File: config.mk
export PLATFORM = sky130hd
export DESIGN_NAME = serial_byte_sender
export DESIGN_NICKNAME = d
export VERILOG_FILES = /design/src/rtl/ser_tx_pkg.sv /design/src/rtl/ser_bit_timer.sv /design/src/rtl/ser_bit_counter.sv /design/src/rtl/ser_line_gen.sv /design/src/rtl/serial_byte_sender.sv
export SDC_FILE = /design/constraint.sdc
export NUM_CORES = 1
export LEC_CHECK = 0
export BUFFER_PORTS_ARGS = -buffer_cell sky130_fd_sc_hd__buf_2
export CELL_PAD_IN_SITES_DETAIL_PLACEMENT = 1
export CELL_PAD_IN_SITES_GLOBAL_PLACEMENT = 1
export CORE_ASPECT_RATIO = 2
export CORE_MARGIN = 3
export CORE_UTILIZATION = 43
export CTS_BUF_LIST = sky130_fd_sc_hd__clkbuf_4
export DETAILED_ROUTE_END_ITERATION = 10
export GPL_ROUTABILITY_DRIVEN = 0
export GPL_TIMING_DRIVEN = 1
export PLACE_DENSITY = 0.75
export SKIP_CTS_REPAIR_TIMING = 1
export SLEW_MARGIN = 30
export SYNTH_ARGS = -nofsm -noshare
export SYNTH_HDL_FRONTEND = slang
export SYNTH_SLANG_ARGS = --single-unit
export TNS_END_PERCENT = 30
File: constraint.sdc
create_clock -name clk -period 3.35 [get_ports clk]
set_input_delay 0 -clock clk [delete_from_list [all_inputs] [get_ports clk]]
set_output_delay 0 -clock clk [all_outputs]
set_load 0.02 [all_outputs]
File: src/rtl/ser_tx_pkg.sv
package ser_tx_pkg;
  typedef enum logic [2:0] {
    S_IDLE  = 3'd0,
    S_START = 3'd1,
    S_DATA  = 3'd2,
    S_STOP  = 3'd3,
    S_WAIT  = 3'd4
  } tx_state_t;
endpackage

File: src/rtl/ser_bit_timer.sv
module ser_bit_timer #(
  parameter int BIT_CYCLES = 2604
) (
  input  logic clk,
  input  logic rst,
  input  logic clr,
  output logic tick
);
  localparam int W = (BIT_CYCLES > 2) ? $clog2(BIT_CYCLES) : 1;
  localparam logic [W-1:0] LAST = W'(BIT_CYCLES - 1);

  logic [W-1:0] cnt;

  always_ff @(posedge clk) begin
    if (rst || clr)     cnt <= '0;
    else if (cnt == LAST) cnt <= '0;
    else                cnt <= cnt + 1'b1;
  end

  assign tick = (cnt == LAST);

  // each bit period closes by returning the count to zero
  assert_period_wrap_R3: assert property (@(posedge clk) disable iff (rst)
    tick && !clr |=> cnt == '0);
endmodule

File: src/rtl/ser_bit_counter.sv
module ser_bit_counter #(
  parameter int DATA_BITS = 8
) (
  input  logic                         clk,
  input  logic                         rst,
  input  logic                         clr,
  input  logic                         inc,
  output logic [$clog2(DATA_BITS)-1:0] sel,
  output logic                         last
);
  localparam int SW = $clog2(DATA_BITS);
  localparam logic [SW-1:0] TOP = SW'(DATA_BITS - 1);

  always_ff @(posedge clk) begin
    if (rst || clr)  sel <= '0;
    else if (inc)    sel <= (sel == TOP) ? '0 : sel + 1'b1;
  end

  assign last = (sel == TOP);

  // data bits advance one index per step
  assert_index_step_R3: assert property (@(posedge clk) disable iff (rst)
    inc && !clr && !last |=> sel == $past(sel) + 1'b1);
endmodule

File: src/rtl/ser_line_gen.sv
module ser_line_gen #(
  parameter int DATA_BITS = 8
) (
  input  logic                         clk,
  input  logic                         rst,
  input  logic                         force_lo,
  input  logic                         force_hi,
  input  logic [DATA_BITS-1:0]         data,
  input  logic [$clog2(DATA_BITS)-1:0] sel,
  output logic                         line
);
  logic nxt;

  always_comb begin
    if (force_lo)      nxt = 1'b0;
    else if (force_hi) nxt = 1'b1;
    else               nxt = data[sel];
  end

  always_ff @(posedge clk) begin
    if (rst) line <= 1'b1;
    else     line <= nxt;
  end

  // start slot drives low, stop/idle slots drive high, one cycle later
  assert_start_low_R3: assert property (@(posedge clk) disable iff (rst)
    force_lo |=> !line);
  assert_stop_high_R3: assert property (@(posedge clk) disable iff (rst)
    force_hi && !force_lo |=> line);
endmodule

File: src/rtl/serial_byte_sender.sv
module serial_byte_sender #(
  parameter int BIT_CYCLES = 2604,
  parameter int DATA_BITS  = 8
) (
  input  logic                 clk,
  input  logic                 rst,
  input  logic [DATA_BITS-1:0] tx_data,
  input  logic                 send_req,
  input  logic                 cts_n,
  output logic                 line_out,
  output logic                 frame_done
);
  import ser_tx_pkg::*;

  localparam int SW = $clog2(DATA_BITS);

  tx_state_t              st, st_nxt;
  logic [DATA_BITS-1:0]   data_q;
  logic                   tick, last, idle_clr, inc, start_b, stop_b;
  logic [SW-1:0]          sel;

  ser_bit_timer #(.BIT_CYCLES(BIT_CYCLES)) u_timer (
    .clk(clk), .rst(rst), .clr(idle_clr), .tick(tick)
  );

  ser_bit_counter #(.DATA_BITS(DATA_BITS)) u_index (
    .clk(clk), .rst(rst), .clr(idle_clr), .inc(inc), .sel(sel), .last(last)
  );

  ser_line_gen #(.DATA_BITS(DATA_BITS)) u_line (
    .clk(clk), .rst(rst), .force_lo(start_b), .force_hi(stop_b),
    .data(data_q), .sel(sel), .line(line_out)
  );

  always_comb begin
    st_nxt = st;
    unique case (st)
      S_IDLE:  if (send_req && !cts_n) st_nxt = S_START;
      S_START: if (tick) st_nxt = S_DATA;
      S_DATA:  if (tick && last) st_nxt = S_STOP;
      S_STOP:  if (tick) st_nxt = S_WAIT;
      S_WAIT:  if (!send_req) st_nxt = S_IDLE;
      default: st_nxt = S_IDLE;
    endcase
  end

  assign idle_clr = (st == S_IDLE);
  assign inc      = (st == S_DATA) && tick && !last;
  assign start_b  = (st == S_START);
  assign stop_b   = (st == S_IDLE) || (st == S_STOP) || (st == S_WAIT);

  always_ff @(posedge clk) begin
    if (rst) begin
      st         <= S_IDLE;
      data_q     <= '0;
      frame_done <= 1'b0;
    end else begin
      st         <= st_nxt;
      frame_done <= (st == S_WAIT);
      if (st == S_IDLE && st_nxt == S_START) data_q <= tx_data;
    end
  end

  // no acceptance while clear-to-send is inactive
  assert_hold_off_R2: assert property (@(posedge clk) disable iff (rst)
    st == S_IDLE && cts_n |=> st == S_IDLE);
  // captured byte is stable for the whole frame
  assert_data_held_R4: assert property (@(posedge clk) disable iff (rst)
    st != S_IDLE && st_nxt != S_IDLE |=> $stable(data_q));
  // completion is only reported with the line at rest
  assert_done_idle_line_R5: assert property (@(posedge clk) disable iff (rst)
    frame_done |-> line_out);
  // dropping the request releases the return wait
  assert_release_R6: assert property (@(posedge clk) disable iff (rst)
    st == S_WAIT && !send_req |=> st == S_IDLE);
endmodule

### Word-level counts from Yosys, hierarchy flattened

Cells that the tools add are included.

| storage, ports and cells | value |
|---|---|
| output and inout bits | 2 |
| input port bits | 12 |
| register bits | 28 |
| word-level logic and storage cells | 39 |

| operators by class | value |
|---|---|
| add/subtract/negate cells | 2 |
| multiplexer cells | 11 |
| reduce and logical (&&, ||, !) cells | 12 |
| equality and inequality tests | 7 |
| order comparisons | 1 |

Operators by type and width:

| cell | count |
|---|---|
| 2-to-1 mux 3 bit | 6 |
| case mux 3 bit (5 select lines) | 1 |
| adder 12 x 1 -> 12 bit, second input constant | 1 |
| == test 12 bit, second input constant | 1 |
| == test 3 x 1 -> 1 bit, second input constant | 2 |
| == test 3 x 2 -> 1 bit, second input constant | 2 |
| == test 3 bit, second input constant | 2 |
| logical AND 1 bit | 5 |
| < comparator 3 x 4 -> 1 bit, second input constant | 1 |
| adder 3 x 1 -> 3 bit, second input constant | 1 |
| binary-select mux 1 bit (select 3 bit) | 1 |
| logical NOT 3 bit | 1 |
| logical OR 1 bit | 3 |
| 2-to-1 mux 1 bit | 3 |
| logical NOT 1 bit | 2 |
| OR reduction 2 bit | 1 |

### Longest topological paths before layout

Gate-level depths: netlist of run 1.

| logic depth | value |
|---|---|
| depth after elaboration | 6 |
| depth in mapped cells | 8 |

### Cells and area by module

Synthesis of run 1 repeated with hierarchy kept, for this count alone.

| second synthesis, totals | value |
|---|---|
| cell total of the unflattened synthesis | 144 |
| area, all modules | 1,406.3 um^2 |

Modules (own cells, without submodules):

| module | area each (um^2) | times used | seq. area each (um^2) | cells each |
|---|---|---|---|---|
| serial_byte_sender | 584.3 | 1 | 240.2 | 60 |
| ser_bit_timer | 563.0 | 1 | 240.2 | 61 |
| ser_bit_counter | 148.9 | 1 | 60.1 | 13 |
| ser_line_gen | 110.1 | 1 | 20.0 | 10 |

### Worst setup path before layout of run 1

OpenSTA, ideal clock, no wires.

| timing | value |
|---|---|
| path kind | flip-flop to flip-flop |
| start | register u_index.sel[1] |
| end | register u_index.sel[0] |
| path slack | 1.709 ns |
| arrival time | 1.517 ns |
| required time | 3.226 ns |
| stages on the path, launching flop included | 7 |
| cells stage by stage | dfxtp_1 > ha_1 > ha_1 > nor4b_1 > nand4_1 > xor2_1 > nor2_1 |

| on the way | value |
|---|---|
| word-level cells in the longest chain between the ends | 3 |
| elaborated cells on any way between the ends | 4 |

Ends and longest elaborated chain:

| element | line | source |
|---|---|---|
| start, declared | ser_bit_counter.sv:8 | `output logic [$clog2(DATA_BITS)-1:0] sel,` |
| start signal, assigned | ser_bit_counter.sv:16 | `else if (inc) sel <= (sel == TOP) ? '0 : sel + 1'b1;` |
| == test 3 bit * | ser_bit_counter.sv:16, ser_bit_counter.sv:19 |  |
| logical NOT 1 bit | serial_byte_sender.sv:48 | `assign inc = (st == S_DATA) && tick && !last;` |
| logical AND 1 bit | serial_byte_sender.sv:48 |  |

Mark *: on every way between the ends. The rest lies on a longest branch, timed or not.
A chain may end at the register's enable or synchronous reset.

### Worst setup path after layout of run 1

| timing | value |
|---|---|
| start | register st[1] |
| end | register data_q[5] |

| on the way | value |
|---|---|
| word-level cells in the longest chain between the ends | 4 |
| elaborated cells on any way between the ends | 13 |

Ends and longest elaborated chain:

| element | line | source |
|---|---|---|
| start, declared | serial_byte_sender.sv:17 | `tx_state_t st, st_nxt;` |
| start signal, assigned | serial_byte_sender.sv:58 | `st <= st_nxt;` |
| == test 3 bit (tied with other cells) | serial_byte_sender.sv:37 | `unique case (st)` |
| case mux 3 bit (5 select lines) | serial_byte_sender.sv:37 |  |
| == test 3 x 1 -> 1 bit | serial_byte_sender.sv:60 | `if (st == S_IDLE && st_nxt == S_START) data_q <= tx_data;` |
| logical AND 1 bit * | serial_byte_sender.sv:60 |  |
| end signal, assigned | serial_byte_sender.sv:60 |  |
| end, declared | serial_byte_sender.sv:18 | `logic [DATA_BITS-1:0] data_q;` |

Marked as above.

==> results of run 1 <==
==> synth_stat cells (all sizes together) (3+ instances only) <==
cell and count:
buf 7, dfxtp 28, nand4 6, a21oi 5, xor2 10, nand2 5, nor4b 3, nor2 22
nand3 8, mux2i 9, and3 4, ha 3
==> layer usage <==
layer	track usage, %	up-vias	part of all wire (%)
met2	28.3	12	57
met3	3.22	4	2.3
li1	-	507	-
met4	6.13	0	1.8
met1	13.7	501	39
met5	0	-	0
==> power groups by stage <==
| stage | clock, mW | combinational (mW) | sequential (mW) |
|---|---|---|---|
| after global routing | 0.240 | 0.0520 | 0.346 |
| after floorplan | 0 | 0.0260 | 0.351 |
| after CTS | 0.226 | 0.0370 | 0.345 |
| after global placement | 0 | 0.0353 | 0.352 |
| after detailed placement | 0 | 0.0366 | 0.352 |
| final | 0.219 | 0.0472 | 0.345 |
==> placed cells by master, fill, tap and decap left out, types with 5 or more instances in the layout <==
cell type / count
nor2_1: 12
nand3_1: 8
buf_2: 13
nand4_1: 6
a21oi_1: 5
dfxtp_1: 28
dlygate4sd3_1: 12
xor2_1: 10
nor2_2: 10
mux2i_1: 9
nand2_1: 5
==> registers in the layout, summed over array words and instances, names as in the netlist <==
register     count
data_q           8
frame_done       1
st               3
u_index.sel      3
u_line.line      1
u_timer.cnt     12
==> layout make-up <==
class                           count  area (µm²)  share of cell area, %
Inverter                            1        3.75                  0.245
Timing Repair Buffer               25         185                   12.1
Clock inverter                      1        30.0                   1.96
Multi-Input combinational cell     96         696                   45.4
Tap cell                           29        36.3                   2.37
Clock buffer                        3        22.5                   1.47
Sequential cell                    28         561                   36.5
==> how the worst max path moves through the flow <==
stage / startpoint / end / slack (ns)
after detailed placement: u_index.sel[1] / u_index.sel[0] / 1.49
after global placement: u_index.sel[1] / u_index.sel[0] / 1.61
after global routing: st[1] / data_q[5] / 1.17
final: st[1] / data_q[5] / 1.31
after CTS: u_index.sel[1] / u_index.sel[0] / 1.47
after floorplan: u_index.sel[1] / u_index.sel[0] / 1.71
==> worst reg2reg max path, stage by stage, from the launching register on <==
cell and delay, ns:
dfxtp_1 0.40, nor2_1 0.19, nand3_1 0.46, mux2i_1 0.29, nor2_1 0.05, dlygate4sd3_1 0.55
==> kinds of logic after synthesis <==
family,after synthesis
flops,28
xor+xnor,11
simple gates,61
buf+inv,9
mux,12
compound gates,9
fa+ha+maj,3
==> reports/metrics.csv, run 1 <==
stage,metric,value,unit
global_routing,largest net degree at the start of global routing,17,
cts,clock root buffer,clkbuf_4,
timing,Max Slew Vio Count,0,
timing,final hold vios,0,
synth,top-area cell type share of the netlist area,42.5,%
worst_hold_path,min-delay src,rst,
outcome,status,finished clean,
cts,Clock transition at path regs,0.15,ns
die,Core Footprint,2840,µm²
synth,Netlist cell types,36,
timing,Slew @ Worst Pin,0.584,ns
drt,routed len/inst,14.7,µm
worst_setup_path,crit-path most repeated cell,nor2_1,
worst_setup_path,slowest CP cell,dlygate4sd3_1,
pwr,worst vdd ir,0.246,mV
worst_hold_path,Hold Path Depth,2,
synth,"FFs w/ async S/R, synth",0,%
worst_setup_path,CP Max Fanout,9,
job,max cap viols,0,
pwr,clock power share,35.8,%
global_routing,initial antenna violation count,0,
cts,CTS tree,yes,
worst_setup_path,FF-to-FF End,data_q[5],
worst_setup_path,"slowest stage delay, CP",0.55,ns
pwr,static leakage,0.620,nW
synth,area of the mapped netlist,1320,µm²
synth,Syn Area/Cell,9.92,µm²
die,height of the die,84.4,µm
timing,fin crit period,2.04,ns
synth,xor-xnor portion of the synthesized cell area,7.30,%
pwr,switch share,20.2,%
drt,Via Count,1024,
worst_setup_path,r2r startpoint,st[1],
synth,post-synthesis compound-gate area fraction,4.36,%
final_layout,final std cells w/o fill,183,
timing,Fin Setup TNS,0,ns
synth,synthesized flop and latch total,28,
timing,Fmax,0.491,GHz
worst_setup_path,WP data required,3.58,ns
die,die width,45.2,µm
drt,Vias/cell,5.60,
pwr,overall power,0.611,mW
worst_setup_path,CP arrival,2.27,ns
timing,Tcrit/Tclk final,60.8,%
synth,Post-synth EDFFs,0,
final_layout,"Area growth, synth to finish",16.2,%
synth,cell taking the most area after synthesis,dfxtp_1,
worst_hold_path,Worst Hold End,data_q[3],
global_routing,grt total ovfl,0,
timing,Slew HR,61.0,%
cts,H-Tree Depth,1,
die,Initial Util,46.5,%
placed_design,PortBufs,13,
worst_setup_path,Worst Path Buf+Inv,1,
final_layout,"Core Util, Final",54.1,%
worst_setup_path,Stages on worst setup path,5,
cts,Worst-Skew Late Latency,0.32,ns
drt,antenna-violating nets left,0,
synth,largest family of logic cells by synthesized area,simple AND/OR/NAND/NOR gates,
synth,simple-gate share of the synthesized area,27.1,%
pwr,Pwr per Cell Area,398,nW/µm²
synth,top_reg_cell synth,dfxtp_1,
pwr,Flop pwr share,56.4,%
synth,fraction of the mapped netlist area in adder cells,2.84,%
final_layout,Ant. Diodes,0,
final_layout,Fillers,336,
die,Rows,27,
pwr,Int Power,0.487,mW
pwr,P_sw,0.124,mW
synth,Gate Count Post-Synth,133,
placed_design,Inst Count DP,167,
die,die area,3810,µm²
worst_setup_path,CP Cell Sequence,nor2_1 -> nand3_1 -> mux2i_1 -> nor2_1 -> dlygate4sd3_1,
synth,dominant cells by area after synthesis,"dfxtp_1 (42%), mux2i_1 (6.8%), xor2_1 (6.6%)",
worst_hold_path,worst min path class,primary input to flip-flop,
placed_design,area post-placement,1360,µm²
timing,endpoints failing setup,0,
drt,initial DRC count,13,
timing,Clock Skews,0.00658,ns
worst_setup_path,critical path's top delay family,simple AND/OR/NAND/NOR gates,
worst_setup_path,Setup CP Type,flip-flop to flip-flop,
cts,CTS buffer count,3,
pwr,Logic pwr share,7.7,%
global_routing,vias in the first global route,1047,
drt,DRT Pass-1 Iters,4,
worst_setup_path,Startpoint Class,flip-flop,
final_layout,Layout Nets,170,
global_routing,first-pass GRT wire length,4330,µm
global_routing,Tot GR Track Use,14.8,%
drt,final WL,2690,µm
cts,Sink Count,28,
final_layout,design area,1530,µm²
drt,DRC violations left,0,
timing,RSZ-0062 raised after global routing,no,
synth,Mapped Nets,148,
worst_setup_path,FF-to-FF path depth,5,
worst_setup_path,Crit. End Element,flip-flop,
synth,multiplexer share of the synthesized area,11.1,%
timing,Final Hold Slack,0.00749,ns
timing,fin worst setup slack,1.31,ns
final_layout,share of post-route cells with drive strength above 1,22.1,%
cts,clk buf depth,2,
synth,YS warnings,0,
synth,post-synthesis sequential area ratio,42.5,%
die,# IOs,14,
placed_design,DP HPWL,1990,µm
placed_design,pre-CTS setup slack,1.49,ns
worst_setup_path,setup slack on the worst flop-to-flop path,1.31,ns
(Power assumes the default switching activity.)
==> run 2, diff against run 1 <==
CORE_UTILIZATION = 42   (was 43)
PLACE_DENSITY = 0.77   (was 0.75)
clock period = 1.8 ns   (was 3.35 ns; I/O delays follow)
==> run 2 against run 1 <==
Final cell count up 2.2%. Register-to-register slack worse by 1.2 ns. Sequential power is 86% higher. Via count up 0.49%. Utilization is 1.5 points lower. Setup slack got worse by 1.2 ns. Non-clock buffer count up 3. First-iteration DRC count rose by 15%. Clock-buffer cell count did not move. Power increased by 88%. Worst hold slack better by 0.43 ns. Critical path type unchanged. Critical endpoint is now u_index.sel[0]. Largest cell class unchanged. Highest routed layer unchanged.
==> reports/metrics.csv, run 2 (synthesis results as in run 1) <==
stage,metric,value,unit
outcome,status,finished clean,
timing,Slew HR,69.6,%
drt,DRC violations left,0,
timing,Slew @ Worst Pin,0.449,ns
die,height of the die,85.3,µm
worst_setup_path,Crit. End Element,flip-flop,
final_layout,Reg with most FFs,u_timer.cnt,
worst_setup_path,Setup CP Type,flip-flop to flip-flop,
cts,CTS tree,yes,
timing,endpoints failing setup,0,
final_layout,Ant. Diodes,0,
final_layout,max reg flops,12,
timing,RSZ-0062 raised after global routing,no,
pwr,worst vdd ir,0.701,mV
cts,H-Tree Depth,1,
drt,routed wl met2,1810,µm
worst_hold_path,worst min path class,primary input to flip-flop,
final_layout,sequential cell area,563,µm²
timing,fin worst setup slack,0.143,ns
drt,antenna-violating nets left,0,
final_layout,Layout Nets,173,
final_layout,"Core Util, Final",52.5,%
drt,M1 WL,1010,µm
worst_setup_path,CP arrival,1.90,ns
worst_setup_path,Startpoint Class,flip-flop,
timing,Clock Skews,0.00437,ns
drt,final WL,2950,µm
placed_design,DP HPWL,2160,µm
worst_setup_path,WP data required,2.04,ns
global_routing,first-pass GRT wire length,4730,µm
global_routing,vias in the first global route,1090,
die,Core Footprint,2980,µm²
timing,final hold vios,0,
timing,Fin Setup TNS,0,ns
die,die width,45.6,µm
final_layout,highest-count cells in the layout ignoring fill and taps,"dfxtp_1 (26), buf_2 (13), nor2_1 (12)",
pwr,static leakage,0.629,nW
worst_setup_path,CP Max Fanout,3,
die,# IOs,14,
die,Initial Util,44.3,%
cts,clock root buffer,clkbuf_4,
cts,Clock transition at path regs,0.15,ns
cts,CTS buffer count,3,
drt,Via Count,1029,
drt,Vias/cell,5.50,
global_routing,largest net degree at the start of global routing,17,
final_layout,"commonest non-fill, non-tap cell in the layout",dfxtp_1,
worst_setup_path,setup slack on the worst flop-to-flop path,0.14,ns
die,Rows,28,
cts,Sink Count,28,
drt,initial DRC count,15,
timing,Tcrit/Tclk final,92.1,%
die,die area,3890,µm²
placed_design,area post-placement,1390,µm²
placed_design,pre-CTS setup slack,0.0637,ns
drt,routed len/inst,15.8,µm
pwr,Pwr per Cell Area,734,nW/µm²
pwr,overall power,1.15,mW
final_layout,Largest regs,"u_timer.cnt: 12 flops, data_q: 8 flops",
cts,clk buf depth,2,
global_routing,initial antenna violation count,0,
final_layout,share of post-route cells with drive strength above 1,26.1,%
drt,metal3 WL,57,µm
drt,DRT Pass-1 Iters,4,
final_layout,"Area growth, synth to finish",18.5,%
cts,Worst-Skew Late Latency,0.33,ns
timing,Max Slew Vio Count,0,
final_layout,Multi-input gate area,702,µm²
timing,fin crit period,1.66,ns
final_layout,design area,1560,µm²
placed_design,PortBufs,13,
job,max cap viols,0,
final_layout,Fillers,344,
global_routing,Tot GR Track Use,16.6,%
timing,Fmax,0.603,GHz
global_routing,grt total ovfl,0,
drt,Highest Signal Layer,met4,
-- run 2: area by class of cell --
cell class / instances / share of cell area, %
Clock buffer: 3 / 1.44
Clock inverter: 1 / 1.92
Inverter: 1 / 0.240
Multi-Input combinational cell: 96 / 44.9
Sequential cell: 28 / 36.0
Tap cell: 30 / 2.40
Timing Repair Buffer: 28 / 13.1
-- run 2: path summary, 6_finish.rpt --
path         depth (start not counted)           start             end
max                                  6  u_index.sel[0]  u_index.sel[0]
min                                  4      tx_data[4]       data_q[4]
max reg2reg                          6  u_index.sel[0]  u_index.sel[0]
min reg2reg                          1  u_timer.cnt[0]  u_timer.cnt[0]
-- run 2: stage by stage --
stage	hold slack, ns	instances
after floorplan	0.0662	133
after global placement	0.229	172
after detailed placement	0.243	172
after CTS	-0.123	176
after global routing	0.449	187
final	0.439	187
-- run 2: power by group --
part | switching (mW) | internal [mW] | leakage, nW | total, mW
sequential | 0.00906 | 0.633 | 0.228 | 0.642
clock | 0.188 | 0.225 | 0.0279 | 0.413
combinational | 0.0417 | 0.0505 | 0.374 | 0.0922
-- run 2: routing by layer --
| layer | up-vias | track usage (%) |
|---|---|---|
| met5 | - | 0 |
| met3 | 7 | 2.55 |
| met2 | 13 | 30.8 |
| li1 | 513 | - |
| met4 | 0 | 11.2 |
| met1 | 496 | 14.8 |
-- run 2: worst max-delay path, stage by stage, from the launching register on --
cell	delay [ns]
dfxtp_2	0.37
ha_1	0.20
ha_1	0.20
nor4b_2	0.30
nand4_1	0.22
xor2_1	0.24
nor2_1	0.06
==> run 3, diff against run 2 <==
PLACE_DENSITY = not set   (was 0.77)
PLACE_DENSITY_LB_ADDON = 0.2   (was not set)
clock period = 1.4 ns   (was 1.8 ns; I/O delays follow)
==> run 3 against run 2 <==
The run now ends with negative hold slack, negative setup slack left. Largest cell class unchanged. Power rose by 10%. Worst hold slack got worse by 0.44 ns. Die area did not move. Register-to-register slack got worse by 0.35 ns. Via count rose by 5.6%. Non-clock buffer count rose by 8. Global-route usage rose by 0.30 points.
==> reports/metrics.csv, run 3 (synthesis results as in run 1) <==
stage,metric,value,unit
drt,Vias/cell,5.60,
drt,DRC violations left,0,
timing,endpoints failing setup,6,
cts,H-Tree Depth,1,
worst_setup_path,"slowest stage delay, CP",0.49,ns
timing,Tcrit/Tclk final,115,%
final_layout,"commonest non-fill, non-tap cell in the layout",dfxtp_1,
cts,clk buf depth,2,
worst_setup_path,Setup CP Type,flip-flop to flip-flop,
worst_setup_path,CP Max Fanout,4,
final_layout,"Core Util, Final",57.7,%
die,die area,3890,µm²
outcome,violated checks,"negative hold slack, negative setup slack",
global_routing,Tot GR Track Use,16.9,%
job,max cap viols,0,
worst_setup_path,slowest CP cell,mux4_2,
pwr,Pwr per Cell Area,737,nW/µm²
cts,Worst-Skew Late Latency,0.32,ns
worst_setup_path,Startpoint Class,flip-flop,
worst_setup_path,CP arrival,1.83,ns
timing,Final Hold Slack,-0.000807,ns
final_layout,Ant. Diodes,0,
timing,Max Slew Vio Count,0,
worst_setup_path,FF-to-FF path depth,5,
worst_setup_path,r2r startpoint,u_index.sel[1],
worst_setup_path,Crit. End Element,flip-flop,
cts,CTS buffer count,3,
pwr,static leakage,0.673,nW
worst_setup_path,FF-to-FF End,u_line.line,
worst_setup_path,WP data required,1.62,ns
outcome,status,"complete, but fails checks",
die,Initial Util,44.3,%
placed_design,area post-placement,1490,µm²
final_layout,Layout Nets,181,
timing,RSZ-0062 raised after global routing,yes,
final_layout,"Area growth, synth to finish",30.2,%
die,height of the die,85.3,µm
global_routing,vias in the first global route,1133,
final_layout,share of post-route cells with drive strength above 1,40.2,%
worst_hold_path,min-delay src,rst,
drt,Via Count,1087,
die,die width,45.6,µm
drt,final WL,3600,µm
die,Rows,28,
timing,Slew @ Worst Pin,0.421,ns
global_routing,largest net degree at the start of global routing,15,
cts,CTS tree,yes,
cts,Sink Count,28,
drt,antenna-violating nets left,0,
timing,Clock Skews,0.0106,ns
global_routing,initial antenna violation count,0,
drt,initial DRC count,12,
final_layout,design area,1720,µm²
die,# IOs,14,
die,Core Footprint,2980,µm²
final_layout,final std cells w/o fill,194,
final_layout,Reg with most FFs,u_timer.cnt,
timing,fin worst setup slack,-0.209,ns
timing,final hold vios,1,
drt,DRT Pass-1 Iters,4,
placed_design,DP HPWL,2320,µm
pwr,worst vdd ir,0.481,mV
timing,Slew HR,71.5,%
final_layout,Fillers,340,
timing,Fmax,0.622,GHz
placed_design,Inst Count DP,180,
timing,fin crit period,1.61,ns
cts,Clock transition at path regs,0.14,ns
global_routing,grt total ovfl,0,
worst_setup_path,setup slack on the worst flop-to-flop path,-0.21,ns
drt,routed len/inst,18.5,µm
placed_design,PortBufs,13,
worst_hold_path,Worst Hold End,st[2],
worst_hold_path,Hold Path Depth,2,
final_layout,max reg flops,12,
worst_hold_path,worst min path class,primary input to flip-flop,
final_layout,Largest regs,"u_timer.cnt: 12 flops, data_q: 8 flops",
global_routing,first-pass GRT wire length,4830,µm
cts,clock root buffer,clkbuf_4,
worst_setup_path,CP Cell Sequence,buf_4 -> mux4_2 -> mux2_2 -> o21ai_0 -> nand3b_1,
final_layout,highest-count cells in the layout ignoring fill and taps,"dfxtp_1 (18), buf_2 (13), buf_4 (13)",
==> run 3: how the worst max path moves through the flow <==
stage / start / endpoint / cells after the start
global placement: u_index.sel[1] / u_index.sel[0] / 6
floorplan: u_timer.cnt[0] / u_timer.cnt[0] / 8
finish: u_index.sel[1] / u_line.line / 5
detailed placement: u_index.sel[1] / u_index.sel[0] / 6
global route: u_index.sel[1] / u_line.line / 5
CTS: u_index.sel[1] / u_index.sel[0] / 6
==> run 3: stage by stage <==
stage	power [mW]	setup slack [ns]	TNS, ns
3_5_place_dp	0.947	-0.218	-0.788
5_1_grt	1.34	-0.294	-1.36
2_1_floorplan	0.905	-0.130	-1.48
3_3_place_gp	0.941	-0.104	-0.374
4_1_cts	1.27	-0.251	-0.941
6_report	1.27	-0.209	-0.667
==> run 3: where the power goes <==
group	total [mW]	switching [mW]	leakage [nW]	internal, mW
registers	0.823	0.0143	0.233	0.809
clock network	0.318	0.217	0.0138	0.101
logic	0.126	0.0555	0.427	0.0702
total	1.27	0.287	0.673	0.980
==> run 3: final cells by class <==
| class | count | area [µm²] | area share [%] |
|---|---|---|---|
| clock buffer | 3 | 22.5 | 1.31 |
| inverter | 1 | 3.75 | 0.218 |
| multi-input combinational | 96 | 802 | 46.7 |
| sequential | 28 | 581 | 33.8 |
| tap | 30 | 37.5 | 2.18 |
| timing repair buffer | 36 | 273 | 15.9 |
==> run 3: metal layers <==
layer	GRT usage [%]	vias up	part of all wire [%]
li1	-	526	-
met1	14.5	529	30
met2	33.0	22	64
met3	1.91	10	1.7
met4	10.1	0	4.3
met5	0	-	0
==> run 3: worst max-delay path, delay by kind of cell (launching register included) <==
kind	cells	cell delay (ns)
AO/OA/AOI/OAI	1	0.11
buffers and inverters	1	0.12
flip-flops	1	0.40
multiplexers	2	0.77
AND/OR/NAND/NOR	1	0.11
